==> src/rtl/gpio_bank_pkg.sv <==
`timescale 1ns/1ps
package gpio_bank_pkg;
  localparam int PINS    = 32;
  localparam int HALF    = PINS / 2;
  localparam int ADDR_W  = 8;
  localparam int WORD_W  = ADDR_W - 2;
  localparam int NSTORE  = 8;

  typedef enum logic [2:0] {
    RG_DOUT  = 3'd0,
    RG_DIR   = 3'd1,
    RG_IEN   = 3'd2,
    RG_IMASK = 3'd3,
    RG_TTYPE = 3'd4,
    RG_POL   = 3'd5,
    RG_BOTH  = 3'd6,
    RG_DEB   = 3'd7
  } store_idx_e;

  localparam logic [PINS-1:0]   VERSION_WORD = 32'h0100_0C2B;
  localparam logic [ADDR_W-1:0] EOI_BASE  = 8'h60;
  localparam logic [ADDR_W-1:0] STAT_ADDR = 8'h50;
  localparam logic [ADDR_W-1:0] RAW_ADDR  = 8'h58;
  localparam logic [ADDR_W-1:0] PIN_ADDR  = 8'h70;
  localparam logic [ADDR_W-1:0] VER_ADDR  = 8'h78;

  // Word index of the low half of a stored split register (8 bytes apart).
  function automatic logic [WORD_W-1:0] store_word(input int idx);
    return WORD_W'(idx * 2);
  endfunction

  function automatic logic [WORD_W-1:0] word_of(input logic [ADDR_W-1:0] a);
    return a[ADDR_W-1:2];
  endfunction

  // Enable-masked merge of one 16-bit half.
  function automatic logic [HALF-1:0] masked_merge(input logic [HALF-1:0] old,
                                                   input logic [PINS-1:0] wd);
    return (old & ~wd[PINS-1:HALF]) | (wd[HALF-1:0] & wd[PINS-1:HALF]);
  endfunction

  // Bits that are both requested and enabled (used by the clear pulse).
  function automatic logic [HALF-1:0] enabled_ones(input logic [PINS-1:0] wd);
    return wd[HALF-1:0] & wd[PINS-1:HALF];
  endfunction

  function automatic logic [PINS-1:0] half_to_word(input logic [HALF-1:0] h);
    return {{(PINS-HALF){1'b0}}, h};
  endfunction
endpackage

==> src/rtl/gpio_split_reg.sv <==
`timescale 1ns/1ps
module gpio_split_reg
  import gpio_bank_pkg::*;
(
  input  logic            clk,
  input  logic            rst_n,
  input  logic            we_lo,
  input  logic            we_hi,
  input  logic [PINS-1:0] wdata,
  output logic [PINS-1:0] q
);
  logic [1:0] we;
  assign we = {we_hi, we_lo};

  generate
    for (genvar h = 0; h < 2; h++) begin : g_half
      logic [HALF-1:0] bits;
      always_ff @(posedge clk or negedge rst_n) begin
        if (!rst_n)
          bits <= '0;
        else if (we[h])
          bits <= masked_merge(bits, wdata);
      end
      assign q[h*HALF +: HALF] = bits;
    end
  endgenerate

  AST_HALF_HOLD: assert property (@(posedge clk) disable iff (!rst_n)
    !(we_lo || we_hi) |=> $stable(q));

  AST_LO_UNENABLED_KEEP: assert property (@(posedge clk) disable iff (!rst_n)
    we_lo |=> ((q[HALF-1:0] & ~$past(wdata[PINS-1:HALF])) ==
               ($past(q[HALF-1:0]) & ~$past(wdata[PINS-1:HALF]))));

  AST_HI_UNENABLED_KEEP: assert property (@(posedge clk) disable iff (!rst_n)
    we_hi |=> ((q[PINS-1:HALF] & ~$past(wdata[PINS-1:HALF])) ==
               ($past(q[PINS-1:HALF]) & ~$past(wdata[PINS-1:HALF]))));
endmodule

==> src/rtl/gpio_bank_decode.sv <==
`timescale 1ns/1ps
module gpio_bank_decode
  import gpio_bank_pkg::*;
(
  input  logic              bus_acc,
  input  logic              bus_wr,
  input  logic [ADDR_W-1:0] bus_addr,
  output logic [NSTORE-1:0] lo_hit,
  output logic [NSTORE-1:0] hi_hit,
  output logic [NSTORE-1:0] st_we_lo,
  output logic [NSTORE-1:0] st_we_hi,
  output logic              eoi_we_lo,
  output logic              eoi_we_hi,
  output logic              stat_hit,
  output logic              raw_hit,
  output logic              pin_hit,
  output logic              ver_hit,
  output logic              mapped
);
  logic [WORD_W-1:0] word;
  logic              wr_cyc;
  logic              eoi_lo_hit;
  logic              eoi_hi_hit;

  assign word   = word_of(bus_addr);
  assign wr_cyc = bus_acc && bus_wr;

  generate
    for (genvar g = 0; g < NSTORE; g++) begin : g_store
      assign lo_hit[g]   = (word == store_word(g));
      assign hi_hit[g]   = (word == store_word(g) + WORD_W'(1));
      assign st_we_lo[g] = wr_cyc && lo_hit[g];
      assign st_we_hi[g] = wr_cyc && hi_hit[g];
    end
  endgenerate

  assign eoi_lo_hit = (word == word_of(EOI_BASE));
  assign eoi_hi_hit = (word == word_of(EOI_BASE) + WORD_W'(1));
  assign eoi_we_lo  = wr_cyc && eoi_lo_hit;
  assign eoi_we_hi  = wr_cyc && eoi_hi_hit;

  assign stat_hit = (word == word_of(STAT_ADDR));
  assign raw_hit  = (word == word_of(RAW_ADDR));
  assign pin_hit  = (word == word_of(PIN_ADDR));
  assign ver_hit  = (word == word_of(VER_ADDR));

  assign mapped = (|lo_hit) || (|hi_hit) || eoi_lo_hit || eoi_hi_hit ||
                  stat_hit || raw_hit || pin_hit || ver_hit;
endmodule

==> src/rtl/gpio_bank_rdmux.sv <==
`timescale 1ns/1ps
module gpio_bank_rdmux
  import gpio_bank_pkg::*;
(
  input  logic [NSTORE-1:0][PINS-1:0] st_q,
  input  logic [NSTORE-1:0]           lo_hit,
  input  logic [NSTORE-1:0]           hi_hit,
  input  logic                        stat_hit,
  input  logic                        raw_hit,
  input  logic                        pin_hit,
  input  logic                        ver_hit,
  input  logic [PINS-1:0]             irq_status_in,
  input  logic [PINS-1:0]             irq_raw_in,
  input  logic [PINS-1:0]             pin_in,
  output logic [PINS-1:0]             rd_word
);
  logic [NSTORE-1:0][PINS-1:0] term;

  generate
    for (genvar g = 0; g < NSTORE; g++) begin : g_term
      assign term[g] = (lo_hit[g] ? half_to_word(st_q[g][HALF-1:0])    : '0) |
                       (hi_hit[g] ? half_to_word(st_q[g][PINS-1:HALF]) : '0);
    end
  endgenerate

  always_comb begin
    rd_word = '0;
    for (int i = 0; i < NSTORE; i++)
      rd_word = rd_word | term[i];
    if (stat_hit) rd_word = rd_word | irq_status_in;
    if (raw_hit)  rd_word = rd_word | irq_raw_in;
    if (pin_hit)  rd_word = rd_word | pin_in;
    if (ver_hit)  rd_word = rd_word | VERSION_WORD;
  end
endmodule

==> src/rtl/gpio_halfword_bank.sv <==
`timescale 1ns/1ps
module gpio_halfword_bank
  import gpio_bank_pkg::*;
(
  input  logic              clk,
  input  logic              rst_n,
  input  logic              bus_acc,
  input  logic              bus_wr,
  input  logic [ADDR_W-1:0] bus_addr,
  input  logic [PINS-1:0]   bus_wdata,
  output logic [PINS-1:0]   bus_rdata,
  input  logic [PINS-1:0]   pin_in,
  input  logic [PINS-1:0]   irq_status_in,
  input  logic [PINS-1:0]   irq_raw_in,
  output logic [PINS-1:0]   pin_out,
  output logic [PINS-1:0]   pin_oe,
  output logic [PINS-1:0]   irq_en,
  output logic [PINS-1:0]   irq_mask,
  output logic [PINS-1:0]   irq_type,
  output logic [PINS-1:0]   irq_pol,
  output logic [PINS-1:0]   irq_both,
  output logic [PINS-1:0]   deb_en,
  output logic [PINS-1:0]   eoi_pulse
);
  logic [NSTORE-1:0]           lo_hit, hi_hit, st_we_lo, st_we_hi;
  logic                        eoi_we_lo, eoi_we_hi;
  logic                        stat_hit, raw_hit, pin_hit, ver_hit, mapped;
  logic [NSTORE-1:0][PINS-1:0] st_q;
  logic [PINS-1:0]             rd_word;
  logic                        rd_cyc;
  logic                        eoi_any_we;
  logic [PINS-1:0]             eoi_next;

  gpio_bank_decode u_dec (
    .bus_acc   (bus_acc),
    .bus_wr    (bus_wr),
    .bus_addr  (bus_addr),
    .lo_hit    (lo_hit),
    .hi_hit    (hi_hit),
    .st_we_lo  (st_we_lo),
    .st_we_hi  (st_we_hi),
    .eoi_we_lo (eoi_we_lo),
    .eoi_we_hi (eoi_we_hi),
    .stat_hit  (stat_hit),
    .raw_hit   (raw_hit),
    .pin_hit   (pin_hit),
    .ver_hit   (ver_hit),
    .mapped    (mapped)
  );

  generate
    for (genvar g = 0; g < NSTORE; g++) begin : g_reg
      gpio_split_reg u_reg (
        .clk   (clk),
        .rst_n (rst_n),
        .we_lo (st_we_lo[g]),
        .we_hi (st_we_hi[g]),
        .wdata (bus_wdata),
        .q     (st_q[g])
      );
    end
  endgenerate

  gpio_bank_rdmux u_rd (
    .st_q          (st_q),
    .lo_hit        (lo_hit),
    .hi_hit        (hi_hit),
    .stat_hit      (stat_hit),
    .raw_hit       (raw_hit),
    .pin_hit       (pin_hit),
    .ver_hit       (ver_hit),
    .irq_status_in (irq_status_in),
    .irq_raw_in    (irq_raw_in),
    .pin_in        (pin_in),
    .rd_word       (rd_word)
  );

  assign rd_cyc = bus_acc && !bus_wr;

  always_ff @(posedge clk or negedge rst_n) begin
    if (!rst_n)
      bus_rdata <= '0;
    else if (rd_cyc)
      bus_rdata <= rd_word;
  end

  assign eoi_any_we = eoi_we_lo || eoi_we_hi;
  assign eoi_next = {(eoi_we_hi ? enabled_ones(bus_wdata) : {HALF{1'b0}}),
                     (eoi_we_lo ? enabled_ones(bus_wdata) : {HALF{1'b0}})};

  always_ff @(posedge clk or negedge rst_n) begin
    if (!rst_n)
      eoi_pulse <= '0;
    else
      eoi_pulse <= eoi_next;
  end

  assign pin_oe   = st_q[RG_DIR];
  assign pin_out  = st_q[RG_DOUT] & st_q[RG_DIR];
  assign irq_en   = st_q[RG_IEN];
  assign irq_mask = st_q[RG_IMASK];
  assign irq_type = st_q[RG_TTYPE];
  assign irq_pol  = st_q[RG_POL];
  assign irq_both = st_q[RG_BOTH];
  assign deb_en   = st_q[RG_DEB];

  AST_VERSION_READ: assert property (@(posedge clk) disable iff (!rst_n)
    (rd_cyc && ver_hit) |=> (bus_rdata == VERSION_WORD));

  AST_UNMAPPED_ZERO: assert property (@(posedge clk) disable iff (!rst_n)
    (rd_cyc && !mapped) |=> (bus_rdata == '0));

  AST_EOI_ONE_CYCLE: assert property (@(posedge clk) disable iff (!rst_n)
    !eoi_any_we |=> (eoi_pulse == '0));

  AST_RDATA_HOLD: assert property (@(posedge clk) disable iff (!rst_n)
    !rd_cyc |=> $stable(bus_rdata));

  AST_DRIVE_ONLY_OUTPUTS: assert property (@(posedge clk) disable iff (!rst_n)
    ((pin_out & ~pin_oe) == '0));
endmodule

==> config.mk <==
export PLATFORM = sky130hd
export DESIGN_NAME = gpio_halfword_bank
export DESIGN_NICKNAME = d
export VERILOG_FILES = /design/src/rtl/gpio_bank_pkg.sv /design/src/rtl/gpio_split_reg.sv /design/src/rtl/gpio_bank_decode.sv /design/src/rtl/gpio_bank_rdmux.sv /design/src/rtl/gpio_halfword_bank.sv
export SDC_FILE = /design/constraint.sdc
export NUM_CORES = 1
export LEC_CHECK = 0
export BUFFER_PORTS_ARGS = -buffer_cell sky130_fd_sc_hd__buf_4
export CAP_MARGIN = 25
export CORE_MARGIN = 2
export CORE_UTILIZATION = 45
export DETAILED_ROUTE_END_ITERATION = 10
export HOLD_SLACK_MARGIN = 0.02
export PLACE_DENSITY_LB_ADDON = 0.25
export SLEW_MARGIN = 10
export SYNTH_ARGS = -nofsm -noshare
export SYNTH_HDL_FRONTEND = slang
export SYNTH_SLANG_ARGS = --single-unit
export TNS_END_PERCENT = 30
==> constraint.sdc <==
create_clock -name clk -period 3.6 [get_ports clk]
set_input_delay 0.54 -clock clk [delete_from_list [all_inputs] [get_ports clk]]
set_output_delay 0.54 -clock clk [all_outputs]
set_load 0.1 [all_outputs]
==> reports/results.tsv, run 1 <==
stage	metric	value	unit
grt	grt_pass1_wl	93900	um
synthesis	synth_xor_area_share	0	%
grt	track_usage	35.1	%
synthesis	syn-cell-area	16000	um2
synthesis	yosysSeqAreaShare	50.1	%
cells_and_area	insertedDiodeCount	0	
cts	cts_hold_buffers	0	
detailed_routing	firstDrtPassIters	5	
synthesis	synthSimpleGateAreaFrac	14.1	%
timing	finalMaxSlewViolations	0	
floorplan	dieArea	37000	um2
setup_path	cp_max_fo	25	
power_and_ir_drop	p_leak	10.5	nW
cts	cts_buffers	38	
cts	post-cts-setup-buffers	0	
status	outcome	finished, final reports clean	
placed_design	hpwl	46600	um
cells_and_area	syn_to_final_growth	33.7	%
power_and_ir_drop	power_density	470	nW/um2
detailed_routing	ant_nets	0	
synthesis	synth_nets	1575	
cells_and_area	fin_nets	2021	
synthesis	synth_edf_count	0	
synthesis	async_flop_share	100	%
synthesis	synth_top_cells_by_area	dfrtp_1 (50%), mux2_2 (17%), nand2_1 (7.3%)	
setup_path	cp.arrival	2860	ps
timing	worst_pin_slew	1080	ps
synthesis	synthAdderAreaFrac	0	%
synthesis	syn_avg_cell_area	11.1	um2
timing	hold_viol	0	
floorplan	die_h	192	um
synthesis	ys.flop_type	dfrtp_1	
setup_path	crit_required	3990	ps
floorplan	core_area	35300	um2
grt	grt-ovfl-total	0	
job	cap_violations	0	
timing	rsz0062_at_grt	no	
grt	grt_start_max_net_pins	107	
synthesis	synth-compound-area-share	8.02	%
floorplan	row_count	69	
timing	min_period_over_period	68.6	%
detailed_routing	wl_met1	25700	um
floorplan	start_util	45.3	%
timing	skew	10.1	ps
detailed_routing	route.detailed.drc	0	
hold_path	min_path_type	in -> async	
cts	path_clk_slew	50	ps
cts	cts_resized	0	
detailed_routing	drt_wl_total	66100	um
setup_path	critPathKind	in -> reg	
detailed_routing	route.met3.wl	6480	um
placed_design	io_buffers	457	
timing	slew_headroom	28.0	%
detailed_routing	top_layer	met4	
floorplan	pin_count	460	
cts	clock_latency	520	ps
setup_path	endpoint_kind	register	
detailed_routing	avgRoutedWirePerCell	27.9	um
grt	antenna_found_initial	0	
setup_path	start_kind	primary input	
floorplan	die_w	192	um
synthesis	synth_warnings	0	
detailed_routing	vias_per_cell	5.94	
cells_and_area	final_area	21400	um2
cts	tritoncts	built	
synthesis	synth_top_area_share	50.1	%
synthesis	synth_top_family_by_area	multiplexers	
detailed_routing	drt_iter0_drc	1272	
synthesis	synth_top_area_cell	dfrtp_1	
detailed_routing	vias	14100	
cts	cts.sinks	320	
synthesis	ys_ff_latch	320	
synthesis	netlist_instances	1435	
synthesis	synth_most_common_cell	dfrtp_1	
power_and_ir_drop	ir_drop	0.428	mV
cts	clockBufferDepth	3	
placed_design	gp_congestion	0.858	
placed_design	place_area	20100	um2
timing	finalSetupViolCount	0	
grt	grt_pass1_vias	13900	
timing	fin_hold_ws	93.3	ps
synthesis	synth_mux_area_share	24.2	%
timing	fin_tns_setup	0	ps
cts	htree_num_levels	2	
cts	cts-root-buf	clkbuf_16	
synthesis	yosysUniqueCellTypes	57	
synthesis	yosys-top-cells-count	dfrtp_1 (320), nand2_1 (310), mux2_2 (241)	
cells_and_area	drive_above_1_share	46.4	%
timing	fmax	0.405	GHz
cells_and_area	fin_util	60.5	%
timing	timing.final.crit_period	2470	ps
detailed_routing	wl_met2	30700	um
## worst max-delay path, cell delays in order
cell and delay, ps:
buf_4 320, or4b_4 710, nor3_4 610, buf_4 310, nand2_1 80, mux2_2 280
## metrics by stage
stage	setup WS (ps)	instances	power [W]
CTS	1180	2367	0.0101
global route	1120	2367	0.0103
floorplan	1270	1435	0.00543
detailed placement	651	2302	0.00616
finish	1130	2367	0.0100
global placement	666	2302	0.00613
## layout by cell type (no fill, tap or decap), drive strengths merged, types with 4 or more instances in the layout
cell     count
a211oi       6
a21oi       17
a221oi       8
a222oi      16
a22o         5
a22oi       33
a31oi       13
a32oi        9
and2        33
buf        524
bufinv       4
clkbuf      54
clkinv       6
dfrtp      320
mux2       275
mux2i       44
mux4        11
nand2      310
nand2b       6
nand3       13
nand4        5
nor2        73
nor2b        4
nor3        22
nor4         6
o2111ai      4
o21ai       33
o22ai       11
o32a         7
## layout make-up
cell class	instances	area [um2]
inverter	1	3.75
clock inverter	11	163
timing repair buffer	524	4040
clock buffer	54	1100
tap	461	577
fill	3002	13900
multi-input combinational	996	7470
sequential	320	8010
## worst paths after layout
check | start | endpoint | slack [ps] | cells after the start
worst max-delay path | bus_addr[5] | register | 1130 | 6
worst min-delay path | rst_n | eoi_pulse[10] | 90 | 1
worst max register to register | register | bus_rdata[1] | 1850 | 5
worst min register to register | bus_rdata[19] | bus_rdata[19] | 480 | 2
max in group asynchronous | rst_n | async pin | 2520 | 2
min in group clk | pin_in[5] | bus_rdata[5] | 290 | 3
## where the power goes
part / leakage (nW) / total, W / switching (W) / internal, W
Clock: 0.625 / 0.00393 / 0.00152 / 0.00241
Sequential: 4.39 / 0.00392 / 0.000156 / 0.00376
Combinational: 5.51 / 0.00218 / 0.00167 / 0.000516
## cell families (layout without fill, tap and decap cells)
logic type / after synthesis / count (layout)
AND/OR/NAND/NOR: 489 / 489
multiplexers: 330 / 330
flip-flops: 320 / 320
AO/OA/AOI/OAI: 177 / 177
buffers and inverters: 119 / 590
## per-layer routing
metal / track usage (%) / vias up
met5: 0 / -
met4: 16.1 / 0
met3: 8.55 / 165
met2: 55.5 / 838
met1: 45.7 / 7041
li1: - / 6006
Power figures use the tool's default switching activity.
==> run 2, diff against run 1 <==
Clock period 3.6 ns to 2.27 ns, I/O delays scaled along.
==> reports/results.tsv, run 2 (synthesized netlist as in run 1, its figures left out) <==
stage	metric	value	unit
status	outcome	finished, final reports clean	
detailed_routing	ant_nets	0	
cells_and_area	fin_nets	2083	
timing	fmax	0.566	GHz
setup_path	endpoint_kind	output port	
cells_and_area	fillers	2926	
cts	cts.sinks	320	
cells_and_area	layout_commonest_cell	buf_4	
hold_path	hold_depth	3	
power_and_ir_drop	ir_drop	0.491	mV
setup_path	cp_max_fo	4	
setup_path	rr_endpoint	bus_rdata[1]	
placed_design	post-place-cells	2364	
grt	grt-ovfl-total	0	
floorplan	die_w	192	um
power_and_ir_drop	fin_total_pwr	0.0157	W
timing	finalMaxSlewViolations	0	
detailed_routing	avgRoutedWirePerCell	27.4	um
power_and_ir_drop	seq_power_share	39.6	%
timing	min_period_over_period	77.9	%
floorplan	start_util	45.3	%
timing	slew_headroom	51.1	%
grt	track_usage	35.4	%
hold_path	min_to	bus_rdata[5]	
hold_path	holdCritStartpoint	pin_in[5]	
setup_path	critPathBufInv	1	
job	cap_violations	0	
floorplan	row_count	69	
setup_path	critPathMaxStageDelay	440	ps
setup_path	start_kind	register	
cells_and_area	drive_above_1_share	47.9	%
placed_design	gp_congestion	0.894	
setup_path	critPathKind	reg -> out	
floorplan	core_area	35300	um2
cts	cts-root-buf	clkbuf_16	
placed_design	io_buffers	457	
timing	fin_tns_setup	0	ps
cts	cts_buffers	37	
cells_and_area	fin_util	62.1	%
cts	clockBufferDepth	3	
cts	clock_latency	510	ps
power_and_ir_drop	p_sw	0.00528	W
cts	tritoncts	built	
cells_and_area	stdcell_count	2430	
cells_and_area	syn_to_final_growth	37.2	%
timing	finalSetupViolCount	0	
setup_path	slowest_stage	dfrtp_1	
floorplan	die_h	192	um
timing	worst_pin_slew	731	ps
timing	timing.final.crit_period	1770	ps
power_and_ir_drop	comb_power_share	22.4	%
cells_and_area	final_cell_mix	buf_4 (564), dfrtp_1 (320), nand2_1 (310)	
grt	antenna_found_initial	0	
grt	grt_pass1_wl	94400	um
power_and_ir_drop	p_leak	10.8	nW
timing	rsz0062_at_grt	no	
setup_path	cp_top_family	flip-flops	
cts	path_clk_slew	60	ps
detailed_routing	drt_wl_total	66600	um
timing	hold_viol	0	
setup_path	reg2reg_depth	6	
grt	grt_pass1_vias	14200	
setup_path	crit_chain	and2_1 -> buf_4	
detailed_routing	vias_per_cell	5.89	
cts	htree_num_levels	2	
detailed_routing	drt_iter0_drc	1356	
floorplan	dieArea	37000	um2
power_and_ir_drop	p_int	0.0104	W
power_and_ir_drop	clkPwrFrac	38.0	%
hold_path	min_path_type	in -> reg	
setup_path	crit_required	1930	ps
setup_path	cp.arrival	1430	ps
detailed_routing	route.detailed.drc	0	
power_and_ir_drop	swShare	33.6	%
setup_path	reg2reg_slack	570	ps
power_and_ir_drop	power_density	717	nW/um2
floorplan	pin_count	460	
timing	skew	13.2	ps
detailed_routing	vias	14300	
placed_design	hpwl	48700	um
detailed_routing	firstDrtPassIters	5	
grt	grt_start_max_net_pins	74	
## run 2: power groups by stage
stage               Sequential, W  Combinational [W]  Clock [W]
floorplan                 0.00795           0.000662          0
global placement          0.00631            0.00349          0
detailed placement        0.00632            0.00351          0
CTS                       0.00622            0.00352    0.00604
global route              0.00625            0.00363    0.00630
finish                    0.00623            0.00352    0.00597
## run 2: per-stage QoR
stage | area [um2] | hold WS, ps | setup WS [ps]
after floorplan | 16000 | 44.9 | 137
after global placement | 20700 | 309 | 83.3
after detailed placement | 20700 | 310 | 42.9
after CTS | 21900 | 93.5 | 507
after global routing | 21900 | 97.1 | 470
final | 21900 | 101 | 503
## run 2: worst register-to-register path, cell delays in order (launching register included)
cell and delay, ps:
dfrtp_1 420, mux2_2 280, a22oi_1 240, o22ai_1 160, a211oi_1 230, buf_4 150
a31oi_1 80
## run 2: layout make-up
| cell class | instances | area [um2] | area share (%) |
|---|---|---|---|
| timing repair buffer | 587 | 4680 | 21.3 |
| clock inverter | 9 | 120 | 0.548 |
| inverter | 1 | 3.75 | 0.0171 |
| sequential | 320 | 8010 | 36.5 |
| clock buffer | 55 | 1070 | 4.89 |
| multi-input combinational | 996 | 7470 | 34.1 |
| tap | 461 | 577 | 2.63 |
| antenna | 1 | 2.50 | 0.0114 |
## run 2: routing by layer
layer  wire length [um]  global-route usage [%]
met1              25300                    45.8
met5                  0                       0
met3               7240                    8.15
met4               2820                    13.1
met2              31300                    58.0
## run 2: repair_timing
| item | CTS | global route |
|---|---|---|
| hold buffers | 1 | 0 |
| resized for setup | 0 | 0 |
| setup buffers | 0 | 0 |
| endpoints found under the setup margin | 0 | 0 |
| endpoints found under the hold margin | 42 | 0 |
## run 2: worst max-delay path by stage
stage          depth (start not counted)   startpoint  slack [ps]           end
2_1_floorplan                          1     register         140   pin_out[31]
5_1_grt                                4     register         470  bus_rdata[0]
4_1_cts                                2     register         510   pin_out[18]
6_report                               2     register         500   pin_out[31]
3_5_place_dp                           6  bus_addr[5]          40      register
3_3_place_gp                           6  bus_addr[5]          80      register
==> run 3, diff against run 2 <==
Settings changed: ABC_AREA set to 1.
Clock period 2.27 ns to 1.6 ns, I/O delays scaled along.
==> reports/results.tsv, run 3 <==
stage	metric	value	unit
status	outcome	finished, violations left	
status	failed_checks	negative setup slack	
synthesis	synth_edf_count	0	
setup_path	cp_max_fo	4	
grt	track_usage	40.9	%
timing	finalMaxSlewViolations	0	
grt	grt-ovfl-total	0	
detailed_routing	drt_wl_total	76100	um
setup_path	cp.arrival	1360	ps
synthesis	synth_top_area_share	50.7	%
grt	grt.busiest_layer	met2	
synthesis	netlist_instances	2117	
detailed_routing	drt_iter0_drc	1994	
timing	rsz0062_at_grt	yes	
grt	antenna_found_initial	2	
timing	timing.final.crit_period	1600	ps
detailed_routing	avgRoutedWirePerCell	23.9	um
grt	grt_pass1_vias	17000	
job	cap_violations	0	
cts	cts-root-buf	clkbuf_16	
synthesis	yosys-top-cells-count	nand2_1 (880), dfrtp_1 (320), o21ai_0 (215)	
cells_and_area	final_cell_mix	nand2_1 (871), buf_4 (566), dfrtp_1 (285)	
placed_design	gp_congestion	1.02	
cts	clockBufferDepth	3	
cts	cts_buffers	37	
setup_path	cp_top_family	flip-flops	
power_and_ir_drop	fin_total_pwr	0.0229	W
detailed_routing	vias	18100	
cells_and_area	drive_above_1_share	29.2	%
floorplan	core_area	34500	um2
synthesis	async_flop_share	100	%
synthesis	synthAdderAreaFrac	0	%
setup_path	endpoint_kind	output port	
floorplan	die_w	191	um
synthesis	synth_nets	2257	
cts	htree_num_levels	2	
grt	grt_start_max_net_pins	81	
timing	setup_slack	-0.774	ps
synthesis	synth_warnings	0	
setup_path	critPathBufInv	2	
setup_path	slowest_stage	dfrtp_2	
detailed_routing	firstDrtPassIters	6	
synthesis	yosysUniqueCellTypes	25	
setup_path	critPathKind	reg -> out	
cells_and_area	fin_util	66.3	%
timing	fmax	0.625	GHz
power_and_ir_drop	p_leak	11.5	nW
synthesis	syn-cell-area	15800	um2
floorplan	row_count	68	
synthesis	synth_xor_area_share	0	%
power_and_ir_drop	power_density	1000	nW/um2
hold_path	min_path_type	in -> reg	
synthesis	synth_mux_area_share	0	%
cts	tritoncts	built	
placed_design	io_buffers	457	
timing	hold_viol	0	
floorplan	start_util	45.7	%
synthesis	ys.flop_type	dfrtp_1	
grt	grt_pass1_wl	109000	um
grt	met2_usage	62.4	%
cells_and_area	syn_to_final_growth	44.9	%
synthesis	synth-compound-area-share	9.24	%
cts	clock_latency	530	ps
synthesis	ys_ff_latch	320	
floorplan	dieArea	36600	um2
grt	met1_usage	54.9	%
detailed_routing	route.detailed.drc	0	
cts	cts.sinks	320	
synthesis	synth_top_area_cell	dfrtp_1	
setup_path	reg2reg_slack	330	ps
synthesis	synthSimpleGateAreaFrac	35.2	%
placed_design	hpwl	56600	um
timing	finalSetupViolCount	1	
timing	min_period_over_period	100	%
setup_path	start_kind	register	
setup_path	crit_chain	nand2_4 -> clkinvlp_4 -> buf_8	
floorplan	die_h	191	um
cells_and_area	final_area	22900	um2
setup_path	crit_required	1360	ps
cells_and_area	layout_commonest_cell	nand2_1	
power_and_ir_drop	ir_drop	0.905	mV
timing	fin_tns_setup	-0.774	ps
detailed_routing	ant_nets	0	
timing	worst_pin_slew	993	ps
cells_and_area	fillers	2975	
synthesis	synth_most_common_cell	nand2_1	
setup_path	critPathMaxStageDelay	460	ps
timing	slew_headroom	33.5	%
grt	grtUsageMet3	10.5	%
floorplan	pin_count	460	
synthesis	synth_top_cells_by_area	dfrtp_1 (51%), nand2_1 (21%), o21ai_0 (6.8%)	
synthesis	syn_avg_cell_area	7.46	um2
cells_and_area	fin_nets	2841	
synthesis	yosysSeqAreaShare	50.7	%
cts	path_clk_slew	60	ps
placed_design	place_area	21100	um2
timing	skew	13.0	ps
synthesis	synth_top_family_by_area	simple AND/OR/NAND/NOR gates	
timing	fin_hold_ws	22.4	ps
detailed_routing	vias_per_cell	5.68	
[run 3: changes by cell type in the layout (fill, tap and decap cells not counted), sizes merged, moves of 44 or more]
cell,previous run,this run
nand2,310,889
nand3,13,181
inv,1,67
mux2,275,0
mux2i,44,0
nor2,73,180
o21ai,33,256
buf,586,631
[run 3: metrics by stage]
stage / instances / worst slack (ps)
5_1_grt: 3186 / -25.4
3_3_place_gp: 3083 / -415
3_5_place_dp: 3083 / -342
4_1_cts: 3182 / -13.5
6_report: 3187 / -0.774
2_1_floorplan: 2117 / -18.2
[run 3: what timing repair did]
item	CTS	global route
hold buffers	28	0
gates resized for setup	35	41
endpoints found under the hold margin	335	0
pin swaps	0	1
buffers inserted	3	3
setup endpoints to repair	21	30
[run 3: kinds of logic after synthesis]
| logic type | after synthesis |
|---|---|
| flip-flops | 320 |
| AO/OA/AOI/OAI | 285 |
| buffers and inverters | 189 |
| AND/OR/NAND/NOR | 1323 |
[run 3: final timing paths]
path / cells past startpoint / from / end
worst max-delay path: 3 / register / pin_out[18]
worst min-delay path: 3 / irq_status_in[16] / bus_rdata[16]
min in group asynchronous: 2 / rst_n / eoi_pulse[0]
worst max register to register: 6 / register / bus_rdata[5]
max in group asynchronous: 3 / rst_n / async pin
worst min register to register: 2 / register / register
[run 3: tightest hold or removal path: cells and delay by family]
| family | cells | cell delay (ps) |
|---|---|---|
| buffers and inverters | 1 | 80 |
| AOI/OAI and AO/OA | 2 | 180 |
[run 3: cell type report]
class	count	area, um2	share of cell area, %
flip-flops and latches	320	8050	35.2
multi-input cells	1608	7080	30.9
repair buffers	659	5650	24.7
clock buffers	53	1100	4.80
well taps	455	569	2.49
inverters	75	315	1.38
clock inverters	15	123	0.536
diodes	2	5.00	0.0219
[run 3: routing by layer]
layer  vias up  wire [um]
li1       8032          -
met1      8627      29400
met2      1233      34200
met3       200       9110
met4         0       3380
met5         -          0
[run 3: power breakdown]
part / switching (W) / total, W / internal [W]
combinational: 0.00420 / 0.00538 / 0.00118
clock: 0.00358 / 0.00856 / 0.00498
sequential: 0.000470 / 0.00898 / 0.00851
